`src/rtl/rop_fill_pkg.sv`:
```
package rop_fill_pkg;

  typedef enum logic [1:0] {
    FS_IDLE = 2'd0,
    FS_RUN  = 2'd1,
    FS_FIN  = 2'd2
  } fill_state_e;

  localparam int          ROP_LSB       = 16;
  localparam logic [7:0]  ROP_PAT_COPY  = 8'hF0;
  localparam logic [7:0]  ROP_ALL_BLACK = 8'h00;
  localparam logic [7:0]  ROP_ALL_WHITE = 8'hFF;
  localparam logic [7:0]  OPAQUE_ALPHA  = 8'hFF;

  // Bytes per pixel for a pixel type code; zero marks an invalid code.
  function automatic logic [2:0] type_to_bytes(input logic [3:0] code);
    case (code)
      4'd2:       return 3'd1;
      4'd3, 4'd4: return 3'd2;
      4'd5:       return 3'd3;
      4'd6:       return 3'd4;
      default:    return 3'd0;
    endcase
  endfunction

endpackage

```
`src/rtl/rop_fill_color.sv`:
```
module rop_fill_color
  import rop_fill_pkg::*;
(
  input  logic [31:0] mix_word,
  input  logic [31:0] brush_color,
  input  logic [23:0] pal_dark,
  input  logic [23:0] pal_light,
  input  logic [2:0]  pix_bytes,
  output logic        rop_ok,
  output logic [31:0] fill_word,
  output logic [3:0]  lane_en
);

  logic [7:0]  rop_code;
  logic [31:0] raw_word;
  logic        unused_mix_bits;

  assign rop_code        = mix_word[ROP_LSB +: 8];
  assign unused_mix_bits = ^{mix_word[31:24], mix_word[15:0]};

  always_comb begin
    rop_ok   = 1'b1;
    raw_word = '0;
    case (rop_code)
      ROP_PAT_COPY:  raw_word = brush_color;
      ROP_ALL_BLACK: raw_word = {OPAQUE_ALPHA, pal_dark};
      ROP_ALL_WHITE: raw_word = {OPAQUE_ALPHA, pal_light};
      default:       rop_ok   = 1'b0;
    endcase
  end

  // Keep only the byte lanes that one pixel occupies.
  for (genvar lane = 0; lane < 4; lane++) begin : g_lane
    assign lane_en[lane]           = (3'(lane) < pix_bytes);
    assign fill_word[8*lane +: 8]  = lane_en[lane] ? raw_word[8*lane +: 8] : 8'h00;
  end

endmodule

```
`src/rtl/rop_fill_guard.sv`:
```
module rop_fill_guard #(
  parameter int unsigned COORD_W     = 16,
  parameter int unsigned ADDR_W      = 20,
  parameter int unsigned COORD_LIMIT = 16383
) (
  input  logic [COORD_W-1:0] pos_x,
  input  logic [COORD_W-1:0] pos_y,
  input  logic [ADDR_W-1:0]  row_pitch,
  input  logic [2:0]         pix_bytes,
  output logic               bad_params
);

  localparam logic [COORD_W-1:0] LIMIT = COORD_W'(COORD_LIMIT);

  logic pitch_zero;
  logic type_bad;
  logic coord_bad;

  assign pitch_zero = (row_pitch == '0);
  assign type_bad   = (pix_bytes == 3'd0);
  assign coord_bad  = (pos_x > LIMIT) || (pos_y > LIMIT);
  assign bad_params = pitch_zero || type_bad || coord_bad;

endmodule

```
`src/rtl/rop_fill_walker.sv`:
```
module rop_fill_walker #(
  parameter int unsigned DIM_W  = 14,
  parameter int unsigned ADDR_W = 20
) (
  input  logic              clk,
  input  logic              rst_n,
  input  logic              load,
  input  logic              step,
  input  logic [ADDR_W-1:0] start_addr,
  input  logic [ADDR_W-1:0] row_pitch,
  input  logic [2:0]        pix_bytes,
  input  logic [DIM_W-1:0]  cols,
  input  logic [DIM_W-1:0]  rows,
  output logic [ADDR_W-1:0] addr,
  output logic              last
);

  logic [DIM_W-1:0]  col_q, col_d;
  logic [DIM_W-1:0]  row_q, row_d;
  logic [ADDR_W-1:0] base_q, base_d;
  logic [ADDR_W-1:0] addr_q, addr_d;
  logic              end_col;
  logic              end_row;
  logic              walk_en;

  assign end_col = (col_q == cols - DIM_W'(1));
  assign end_row = (row_q == rows - DIM_W'(1));
  assign walk_en = load || step;

  always_comb begin
    col_d  = col_q;
    row_d  = row_q;
    base_d = base_q;
    addr_d = addr_q;
    if (load) begin
      col_d  = '0;
      row_d  = '0;
      base_d = start_addr;
      addr_d = start_addr;
    end else if (step) begin
      if (end_col) begin
        col_d  = '0;
        row_d  = row_q + DIM_W'(1);
        base_d = base_q + row_pitch;
        addr_d = base_q + row_pitch;
      end else begin
        col_d  = col_q + DIM_W'(1);
        addr_d = addr_q + ADDR_W'(pix_bytes);
      end
    end
  end

  always_ff @(posedge clk or negedge rst_n) begin
    if (!rst_n) begin
      col_q  <= '0;
      row_q  <= '0;
      base_q <= '0;
      addr_q <= '0;
    end else if (walk_en) begin
      col_q  <= col_d;
      row_q  <= row_d;
      base_q <= base_d;
      addr_q <= addr_d;
    end
  end

  assign addr = addr_q;
  assign last = end_col && end_row;

endmodule

```
`src/rtl/rop_fill_engine.sv`:
```
module rop_fill_engine
  import rop_fill_pkg::*;
#(
  parameter int unsigned COORD_W     = 16,
  parameter int unsigned DIM_W       = 14,
  parameter int unsigned ADDR_W      = 20,
  parameter int unsigned COORD_LIMIT = 16383
) (
  input  logic               clk,
  input  logic               rst_n,
  input  logic               start,
  input  logic [31:0]        mix_word,
  input  logic [COORD_W-1:0] dst_x,
  input  logic [COORD_W-1:0] dst_y,
  input  logic [DIM_W-1:0]   rect_w,
  input  logic [DIM_W-1:0]   rect_h,
  input  logic [ADDR_W-1:0]  dst_offset,
  input  logic [ADDR_W-1:0]  dst_pitch,
  input  logic [3:0]         pix_type,
  input  logic               top_down,
  input  logic [31:0]        brush_color,
  input  logic [23:0]        pal_dark,
  input  logic [23:0]        pal_light,
  output logic               mem_req,
  output logic [ADDR_W-1:0]  mem_addr,
  output logic [31:0]        mem_data,
  output logic [3:0]         mem_be,
  input  logic               mem_ack,
  output logic               busy,
  output logic               done,
  output logic               err,
  output logic               unsup,
  output logic [COORD_W-1:0] y_out
);

  fill_state_e        state_q, state_d;

  logic [2:0]         pix_bytes;
  logic               bad_params;
  logic               rop_ok;
  logic [31:0]        fill_word;
  logic [3:0]         lane_en;
  logic               empty_rect;
  logic               accept;
  logic               go_run;
  logic               fill_ok;
  logic [ADDR_W-1:0]  start_addr;
  logic [COORD_W-1:0] y_target;

  logic [31:0]        word_q;
  logic [3:0]         lanes_q;
  logic [DIM_W-1:0]   cols_q, rows_q;
  logic [ADDR_W-1:0]  pitch_q;
  logic [2:0]         bytes_q;
  logic [COORD_W-1:0] ytgt_q;
  logic               err_q, err_d;
  logic               unsup_q, unsup_d;
  logic [COORD_W-1:0] y_q, y_d;
  logic               y_en;

  logic               step;
  logic               walk_last;
  logic [ADDR_W-1:0]  walk_addr;

  assign pix_bytes = type_to_bytes(pix_type);

  rop_fill_color u_color (
    .mix_word    (mix_word),
    .brush_color (brush_color),
    .pal_dark    (pal_dark),
    .pal_light   (pal_light),
    .pix_bytes   (pix_bytes),
    .rop_ok      (rop_ok),
    .fill_word   (fill_word),
    .lane_en     (lane_en)
  );

  rop_fill_guard #(
    .COORD_W     (COORD_W),
    .ADDR_W      (ADDR_W),
    .COORD_LIMIT (COORD_LIMIT)
  ) u_guard (
    .pos_x      (dst_x),
    .pos_y      (dst_y),
    .row_pitch  (dst_pitch),
    .pix_bytes  (pix_bytes),
    .bad_params (bad_params)
  );

  // Start-of-operation decisions, all from the live inputs.
  assign accept     = start && (state_q == FS_IDLE);
  assign empty_rect = (rect_w == '0) || (rect_h == '0);
  assign fill_ok    = !bad_params && rop_ok;
  assign go_run     = accept && fill_ok && !empty_rect;
  assign start_addr = dst_offset
                    + ADDR_W'(dst_y) * dst_pitch
                    + ADDR_W'(dst_x) * ADDR_W'(pix_bytes);
  assign y_target   = dst_y + (top_down ? COORD_W'(rect_h) : '0);

  assign step = (state_q == FS_RUN) && mem_ack;

  rop_fill_walker #(
    .DIM_W  (DIM_W),
    .ADDR_W (ADDR_W)
  ) u_walker (
    .clk        (clk),
    .rst_n      (rst_n),
    .load       (go_run),
    .step       (step),
    .start_addr (start_addr),
    .row_pitch  (pitch_q),
    .pix_bytes  (bytes_q),
    .cols       (cols_q),
    .rows       (rows_q),
    .addr       (walk_addr),
    .last       (walk_last)
  );

  // Next-state logic.
  always_comb begin
    state_d = state_q;
    err_d   = err_q;
    unsup_d = unsup_q;
    y_en    = 1'b0;
    y_d     = y_q;
    case (state_q)
      FS_IDLE: begin
        if (accept) begin
          err_d   = bad_params;
          unsup_d = !bad_params && !rop_ok;
          state_d = go_run ? FS_RUN : FS_FIN;
          if (fill_ok && empty_rect) begin
            y_en = 1'b1;
            y_d  = y_target;
          end
        end
      end
      FS_RUN: begin
        if (mem_ack && walk_last) begin
          state_d = FS_FIN;
          y_en    = 1'b1;
          y_d     = ytgt_q;
        end
      end
      FS_FIN:  state_d = FS_IDLE;
      default: state_d = FS_IDLE;
    endcase
  end

  // Registers.
  always_ff @(posedge clk or negedge rst_n) begin
    if (!rst_n) begin
      state_q <= FS_IDLE;
      err_q   <= 1'b0;
      unsup_q <= 1'b0;
    end else begin
      state_q <= state_d;
      err_q   <= err_d;
      unsup_q <= unsup_d;
    end
  end

  always_ff @(posedge clk or negedge rst_n) begin
    if (!rst_n) begin
      word_q  <= '0;
      lanes_q <= '0;
      cols_q  <= '0;
      rows_q  <= '0;
      pitch_q <= '0;
      bytes_q <= '0;
      ytgt_q  <= '0;
    end else if (accept) begin
      word_q  <= fill_word;
      lanes_q <= lane_en;
      cols_q  <= rect_w;
      rows_q  <= rect_h;
      pitch_q <= dst_pitch;
      bytes_q <= pix_bytes;
      ytgt_q  <= y_target;
    end
  end

  always_ff @(posedge clk or negedge rst_n) begin
    if (!rst_n) begin
      y_q <= '0;
    end else if (y_en) begin
      y_q <= y_d;
    end
  end

  assign mem_req  = (state_q == FS_RUN);
  assign mem_addr = walk_addr;
  assign mem_data = word_q;
  assign mem_be   = lanes_q;
  assign busy     = (state_q != FS_IDLE);
  assign done     = (state_q == FS_FIN);
  assign err      = done && err_q;
  assign unsup    = done && unsup_q;
  assign y_out    = y_q;

endmodule

```
`config.mk`:
```
export PLATFORM = sky130hd
export DESIGN_NAME = rop_fill_engine
export DESIGN_NICKNAME = d
export VERILOG_FILES = /design/src/rtl/rop_fill_pkg.sv /design/src/rtl/rop_fill_color.sv /design/src/rtl/rop_fill_guard.sv /design/src/rtl/rop_fill_walker.sv /design/src/rtl/rop_fill_engine.sv
export SDC_FILE = /design/constraint.sdc
export NUM_CORES = 1
export LEC_CHECK = 0
export CAP_MARGIN = 20
export CELL_PAD_IN_SITES_DETAIL_PLACEMENT = 1
export CELL_PAD_IN_SITES_GLOBAL_PLACEMENT = 1
export CORE_AREA = 2 2 252 254
export DETAILED_ROUTE_END_ITERATION = 10
export DIE_AREA = 0 0 254 256
export PLACE_DENSITY_LB_ADDON = 0.1
export SYNTH_ARGS = -nofsm -noshare
export SYNTH_HDL_FRONTEND = slang
export SYNTH_HIERARCHICAL = 1
export SYNTH_SLANG_ARGS = --single-unit
```
`constraint.sdc`:
```
create_clock -name clk -period 5.8 [get_ports clk]
set_input_delay 1.45 -clock clk [delete_from_list [all_inputs] [get_ports clk]]
set_output_delay 1.45 -clock clk [all_outputs]
set_load 0.01 [all_outputs]
```
# --- After elaboration in Yosys (flattened, before gate mapping) ---
# Index checks and enable logic that the tools add are counted.
classes:
  n_addsub: 9
  order_cmp: 6
  n_mux: 32
  eq_ne: 14
  multipliers: 2
  n_reduce_logical: 36
op_table:
  columns: ["cell", "count"]
  rows:
  - ["20-bit 2-to-1 mux", 6]
  - ["14-bit 2-to-1 mux", 7]
  - ["32-bit one-hot mux with 3 select lines", 1]
  - ["16-bit 2-to-1 mux", 3]
  - ["20-bit adder", 2]
  - ["16-bit by 14-bit greater-than comparator with 1-bit output, second input constant", 2]
  - ["8-bit 2-to-1 mux", 4]
  - ["16-bit one-hot mux with 2 select lines", 1]
  - ["14-bit by 1-bit adder with 14-bit output, second input constant", 2]
  - ["14-bit equality test", 2]
  - ["14-bit zero test", 2]
  - ["14-bit by 1-bit subtractor with 14-bit output, second input constant", 2]
  - ["20-bit by 19-bit adder with 20-bit output", 1]
  - ["20-bit by 3-bit adder with 20-bit output", 1]
  - ["20-bit zero test", 1]
  - ["16-bit by 20-bit multiplier with 20-bit output", 1]
  - ["16-bit by 3-bit multiplier with 19-bit output", 1]
  - ["16-bit by 14-bit adder with 16-bit output", 1]
  - ["8-bit equality test, second input constant", 2]
  - ["4-bit by 3-bit equality test with 1-bit output, second input constant", 3]
  - ["3-bit one-hot mux with 4 select lines", 1]
  - ["1-bit logical AND", 11]
  - ["4-bit by 2-bit equality test with 1-bit output, second input constant", 2]
  - ["8-bit zero test", 1]
  - ["other kinds (20)", 39]
word_totals:
  output_inout_bits: 77
  input_bits: 221
  reg_bits: 191
  wordCells: 114

# --- Logic depth before layout (Yosys ltp) ---
logic_depth:
  word_depth: 13
  depth_mapped: 29
  ltp_nobuf: 29

# --- Modules after synthesis ---
# The synthesis kept the hierarchy.
modules_own_cells:
  columns: ["module", "seq_area_each_um2", "n_inst", "area_per_inst_um2", "cells_each"]
  rows:
  - ["rop_fill_engine", 3078.0, 1, 13339.0, 1551]
  - ["rop_fill_walker", 1701.6, 1, 5699.2, 690]
  - ["rop_fill_color", 0.0, 1, 655.6, 96]
  - ["rop_fill_guard", 0.0, 1, 78.8, 10]

# --- Least setup slack after synthesis ---
# Ideal clock, no wire load.
synth_path:
  path_type: "input to register"
  from: "input pix_type[2]"
  to: "register u_walker.addr_q[17] (netlist: u_walker/addr[17])"
  setup_time_ps: 65
  t_required_ps: 5735
  setup_slack_ps: -1927
  stages: 24
  arrival_time_ps: 7662
  path_buffers: 1
  path_cell_list: "mux2_2 > nor2_1 > clkbuf_1 > nand2_1 > fa_1 > fa_1 > fa_1 > fa_1 > fa_1 > inv_1 > fa_1 > inv_1 > fa_1 > inv_1 > ha_1 > or3_1 > a21oi_1 > o21a_1 > o21ai_0 > a21oi_1 > xnor2_1 > o22ai_1 > a21oi_1 > o211a_1"
synth_via:
  elab_cells_between_ends: 20
  cone_classes: "add/sub: 1; mul: 1; eq/ne: 5; mux: 2; reduce/logical: 11"
synth_rtl:
  columns: ["element", "line_no", "text"]
  rows:
  - ["start: declaration", "rop_fill_engine.sv:19", "input logic [3:0] pix_type,"]
  - ["4-bit by 2-bit equality test with 1-bit output / 4-bit by 3-bit equality test with 1-bit output (equally long branches)", "rop_fill_pkg.sv:17", "case (code)"]
  - ["2-bit OR reduction", "rop_fill_pkg.sv:17", null]
  - ["3-bit one-hot mux with 4 select lines *", "rop_fill_pkg.sv:17", null]
  - ["named net pix_bytes[1]", "rop_fill_engine.sv:38", "logic [2:0] pix_bytes;"]
  - ["16-bit by 3-bit multiplier with 19-bit output *", "rop_fill_engine.sv:97", "+ ADDR_W'(dst_x) * ADDR_W'(pix_bytes);"]
  - ["20-bit by 19-bit adder with 20-bit output *", "rop_fill_engine.sv:97", null]
  - ["named net start_addr[17]", "rop_fill_engine.sv:47", "logic [ADDR_W-1:0] start_addr;"]
  - ["20-bit 2-to-1 mux *", "rop_fill_walker.sv:35", "if (load) begin"]
  - ["end signal: assignment", "rop_fill_walker.sv:63", "addr_q <= addr_d;"]
  - ["end: declaration", "rop_fill_walker.sv:21", "logic [ADDR_W-1:0] addr_q, addr_d;"]
# The timed path passes the listed nets; every way through them passes the cells marked *.
# A chain may end at the register's enable or synchronous reset.

# --- Worst setup path in the final report ---
layout_path:
  from: "input pix_type[0]"
  to: "register u_walker.addr_q[17] (netlist: u_walker/addr[17])"
layout_via:
  elab_cells_between_ends: 20
  cone_classes: "add/sub: 1; mul: 1; eq/ne: 5; mux: 2; reduce/logical: 11"
layout_rtl:
  columns: ["element", "line_no"]
  rows:
  - ["4-bit by 2-bit equality test with 1-bit output / 4-bit by 3-bit equality test with 1-bit output (equally long branches)", "rop_fill_pkg.sv:17"]
  - ["2-bit OR reduction", "rop_fill_pkg.sv:17"]
  - ["3-bit one-hot mux with 4 select lines *", "rop_fill_pkg.sv:17"]
  - ["16-bit by 3-bit multiplier with 19-bit output *", "rop_fill_engine.sv:97"]
  - ["20-bit by 19-bit adder with 20-bit output *", "rop_fill_engine.sv:97"]
  - ["named net start_addr[17]", "rop_fill_engine.sv:47"]
  - ["20-bit 2-to-1 mux *", "rop_fill_walker.sv:35"]
# Marked as above.

==> reports/results.tsv <==
metric	value	unit
endpoint class of the critical path	flop	
endpoints failing hold	0	
CTS sink cnt	191	
PD cells	581.4	mW/mm^2
final count of negative-setup-slack endpoints	34	
VDD IR max	1.165	mV
post-synthesis sequential area ratio	0.2417	
Period minus WS final	7.255	ns
Synth Instances	2347	
dpl cells	3548	
Reg2Reg Depth	15	
CTS Hold Bufs	0	
Crit-path slowest cell	fa_1	
kind of critical path	input pin to flop	
clock tree buffer depth	2	
met3 capacity usage during global routing	0.02461	
Max Slew Vio Count	0	
status	complete, but fails checks	
core area	0.06239	mm^2
Finished Layout Cells	3634	
nets	3303	
post-route ant nets	0	
GR peak layer	met2	
worst skew pair latency	0.47	ns
Remaining DRCs	0	
max cap viols	0	
cell area after synthesis	0.01977	mm^2
Die W	254	um
CP most frequent cell	fa_1	
Die ar.	0.06502	mm^2
routed vias	18270	
Syn Nets	2876	
CTS Root Cell	clkbuf_16	
Row Count	92	
GRT Resource Usage Total	0.2342	
initial antenna violation count	2	
CP arrival	7.65	ns
DR iter-0 viols	1189	
first-pass GRT wire length	117200	um
leakage power figure	12.29	nW
Critical Path Start Type	input pin	
Yosys reg bits	191	
fmax	0.1378	GHz
Crit Path Max Fanout	5	
initial core utilization	0.3169	
# port buffers	273	
Synth-to-Final Area Change	34.13	%
Post-synth EDFFs	0	
met1 global-route usage	0.3198	
count of unique library cells instantiated by Yosys	83	
Final Util	0.4251	
fin crit share	1.251	
ys flop type	dfrtp_1	
Setup Skew	0.01987	ns
RSZ-0062 raised after global routing	true	
wire per inst	20.63	um
Worst-path clk slew	0.08	ns
Inserted Clock Buffers	17	
met2 global-route usage	0.4035	
Hold WC Path Type	flop to flop	
post-route cell area	0.02652	mm^2
Die Height	256	um
Worst EP required	6.20	ns
max incr delay on CP	0.54	ns
yosys warns	6	
number of global-route vias before repair	19940	
ratio of cells with drive above 1 in the final layout	0.1568	
Pre-antenna DRT Iters	6	
TritonCTS clock tree	built	
Worst Max-Slew Pin Slew	1.051	ns
Final Worst Setup Slack	-1.455	ns
Setup TNS	-37.77	ns
DP HPWL	59480	um
grt ovf	0	
routability congestion estimate	0.8760	
syn_area_per_cell	8.425	um^2
hold depth	2	
Boundary Pins	298	
Max-slew headroom	0.2995	
violations in the final reports	setup timing	
vias per inst	5.028	
H-tree depth	4	
largest net degree at the start of global routing	102	
Routed WL	74960	um
Post-synth ARST share	1.000	
dpl cell area	0.02479	mm^2
## per-stage QoR
step	power (mW)	setup WS (ns)	hold WS, ns
finish	15.42	-1.455	0.4762
global route	16.72	-1.661	0.5002
CTS	14.40	-1.368	0.4815
detailed placement	11.44	-2.517	0.4613
global placement	11.13	-2.365	0.4587
floorplan	7.526	-1.389	0.4376
## cell families after synthesis
kind of cell | after synthesis | synth area share
buffers and inverters | 374 | 0.07581
xor gates and xnor gates | 125 | 0.05537
AOI/OAI and AO/OA | 349 | 0.1188
muxes | 22 | 0.01126
DFF | 191 | 0.2417
adders and majority gates | 308 | 0.2712
and+or+nand+nor | 978 | 0.2258
## routing by layer
| layer | wire length (um) | up-vias |
|---|---|---|
| met5 | 13 | - |
| met4 | 1121 | 2 |
| met3 | 2570 | 67 |
| met2 | 37250 | 343 |
| met1 | 34010 | 9369 |
| li1 | - | 8491 |
## registers in the layout, summed over array words and instances (netlist names), 3 cells and up
name             count
y_out               16
u_walker/addr       20
ytgt_q              16
cols_q              14
u_walker/col_q      14
pitch_q             20
rows_q              14
mem_data            32
u_walker/base_q     20
mem_be               4
u_walker/row_q      14
bytes_q              3
## critical path, delay by kind of cell
kind                       cells  cell delay (ns)
and+or+nand+nor                3             0.51
xor gates and xnor gates       1             0.21
buffers and inverters         11             1.07
AOI/OAI and AO/OA              5             0.61
adders and majority gates      8             3.81
## synthesized netlist by cell type (all sizes together) (19+ instances only)
cell,count,area share
dfrtp,191,0.24
nand3,34,0.0086
buf,35,0.011
nand2,554,0.11
o21ai,86,0.023
xnor2,83,0.037
nor3,33,0.0099
xor2,42,0.019
and2,97,0.031
fa,201,0.20
a222oi,21,0.011
clkbuf,67,0.013
mux2i,20,0.010
ha,107,0.068
nor2,137,0.027
inv,272,0.052
a21oi,78,0.020
nand4,19,0.0063
a31oi,21,0.0066
## power by group
part	switching, mW	leakage [nW]	internal [mW]
Sequential	0.0849	2.51	1.41
Clock	0.626	0.289	0.619
Combinational	6.35	9.49	6.33
## repair_timing
item	4_1_cts	5_1_grt
gates resized for setup	162	51
hold endpoints to repair	0	0
buffers inserted	46	11
setup endpoints to repair	36	34
pin swaps	91	61
## cell usage in the layout (no fill, tap or decap), types with 18 or more instances in the layout
cell type        instances
a21o_1                  18
a21oi_1                 65
a222oi_1                21
a31oi_1                 19
and2_1                  94
buf_4                  178
buf_6                   38
clkdlybuf4s50_1        242
dfrtp_1                191
dlygate4sd2_1           22
fa_1                   193
ha_1                    92
inv_1                  258
mux2i_1                 20
nand2_1                535
nand3_1                 33
nand4_1                 18
nor2_1                 121
nor3_1                  27
o21ai_0                 39
o21ai_1                 28
xnor2_1                 73
xor2_1                  41
## final timing paths
check / start / endpoint / slack, ns
setup / recovery: pix_type[0] / u_walker/addr[17]$_DFFE_PN0P_ / -1.45
hold / removal: mem_data[14]$_DFFE_PN0P_ / mem_data[14]$_DFFE_PN0P_ / 0.48
setup reg to reg: cols_q[0]$_DFFE_PN0P_ / y_out[12]$_DFFE_PN0P_ / 1.35
hold reg to reg: mem_data[14]$_DFFE_PN0P_ / mem_data[14]$_DFFE_PN0P_ / 0.48
max in group asynchronous: rst_n / ytgt_q[2]$_DFFE_PN0P_ / 3.63
min in group asynchronous: rst_n / bytes_q[1]$_DFFE_PN0P_ / 1.03
## layout make-up
class / instances / area [um^2]
inverters: 272 / 1021
flip-flops and latches: 191 / 4780
clock inverters: 15 / 168.9
fillers: 7412 / 35870
clock buffers: 17 / 425.4
repair buffers: 510 / 4888
diodes: 1 / 2.502
multi-input cells: 1782 / 14180
well taps: 846 / 1059
(Power assumes the default switching activity.)
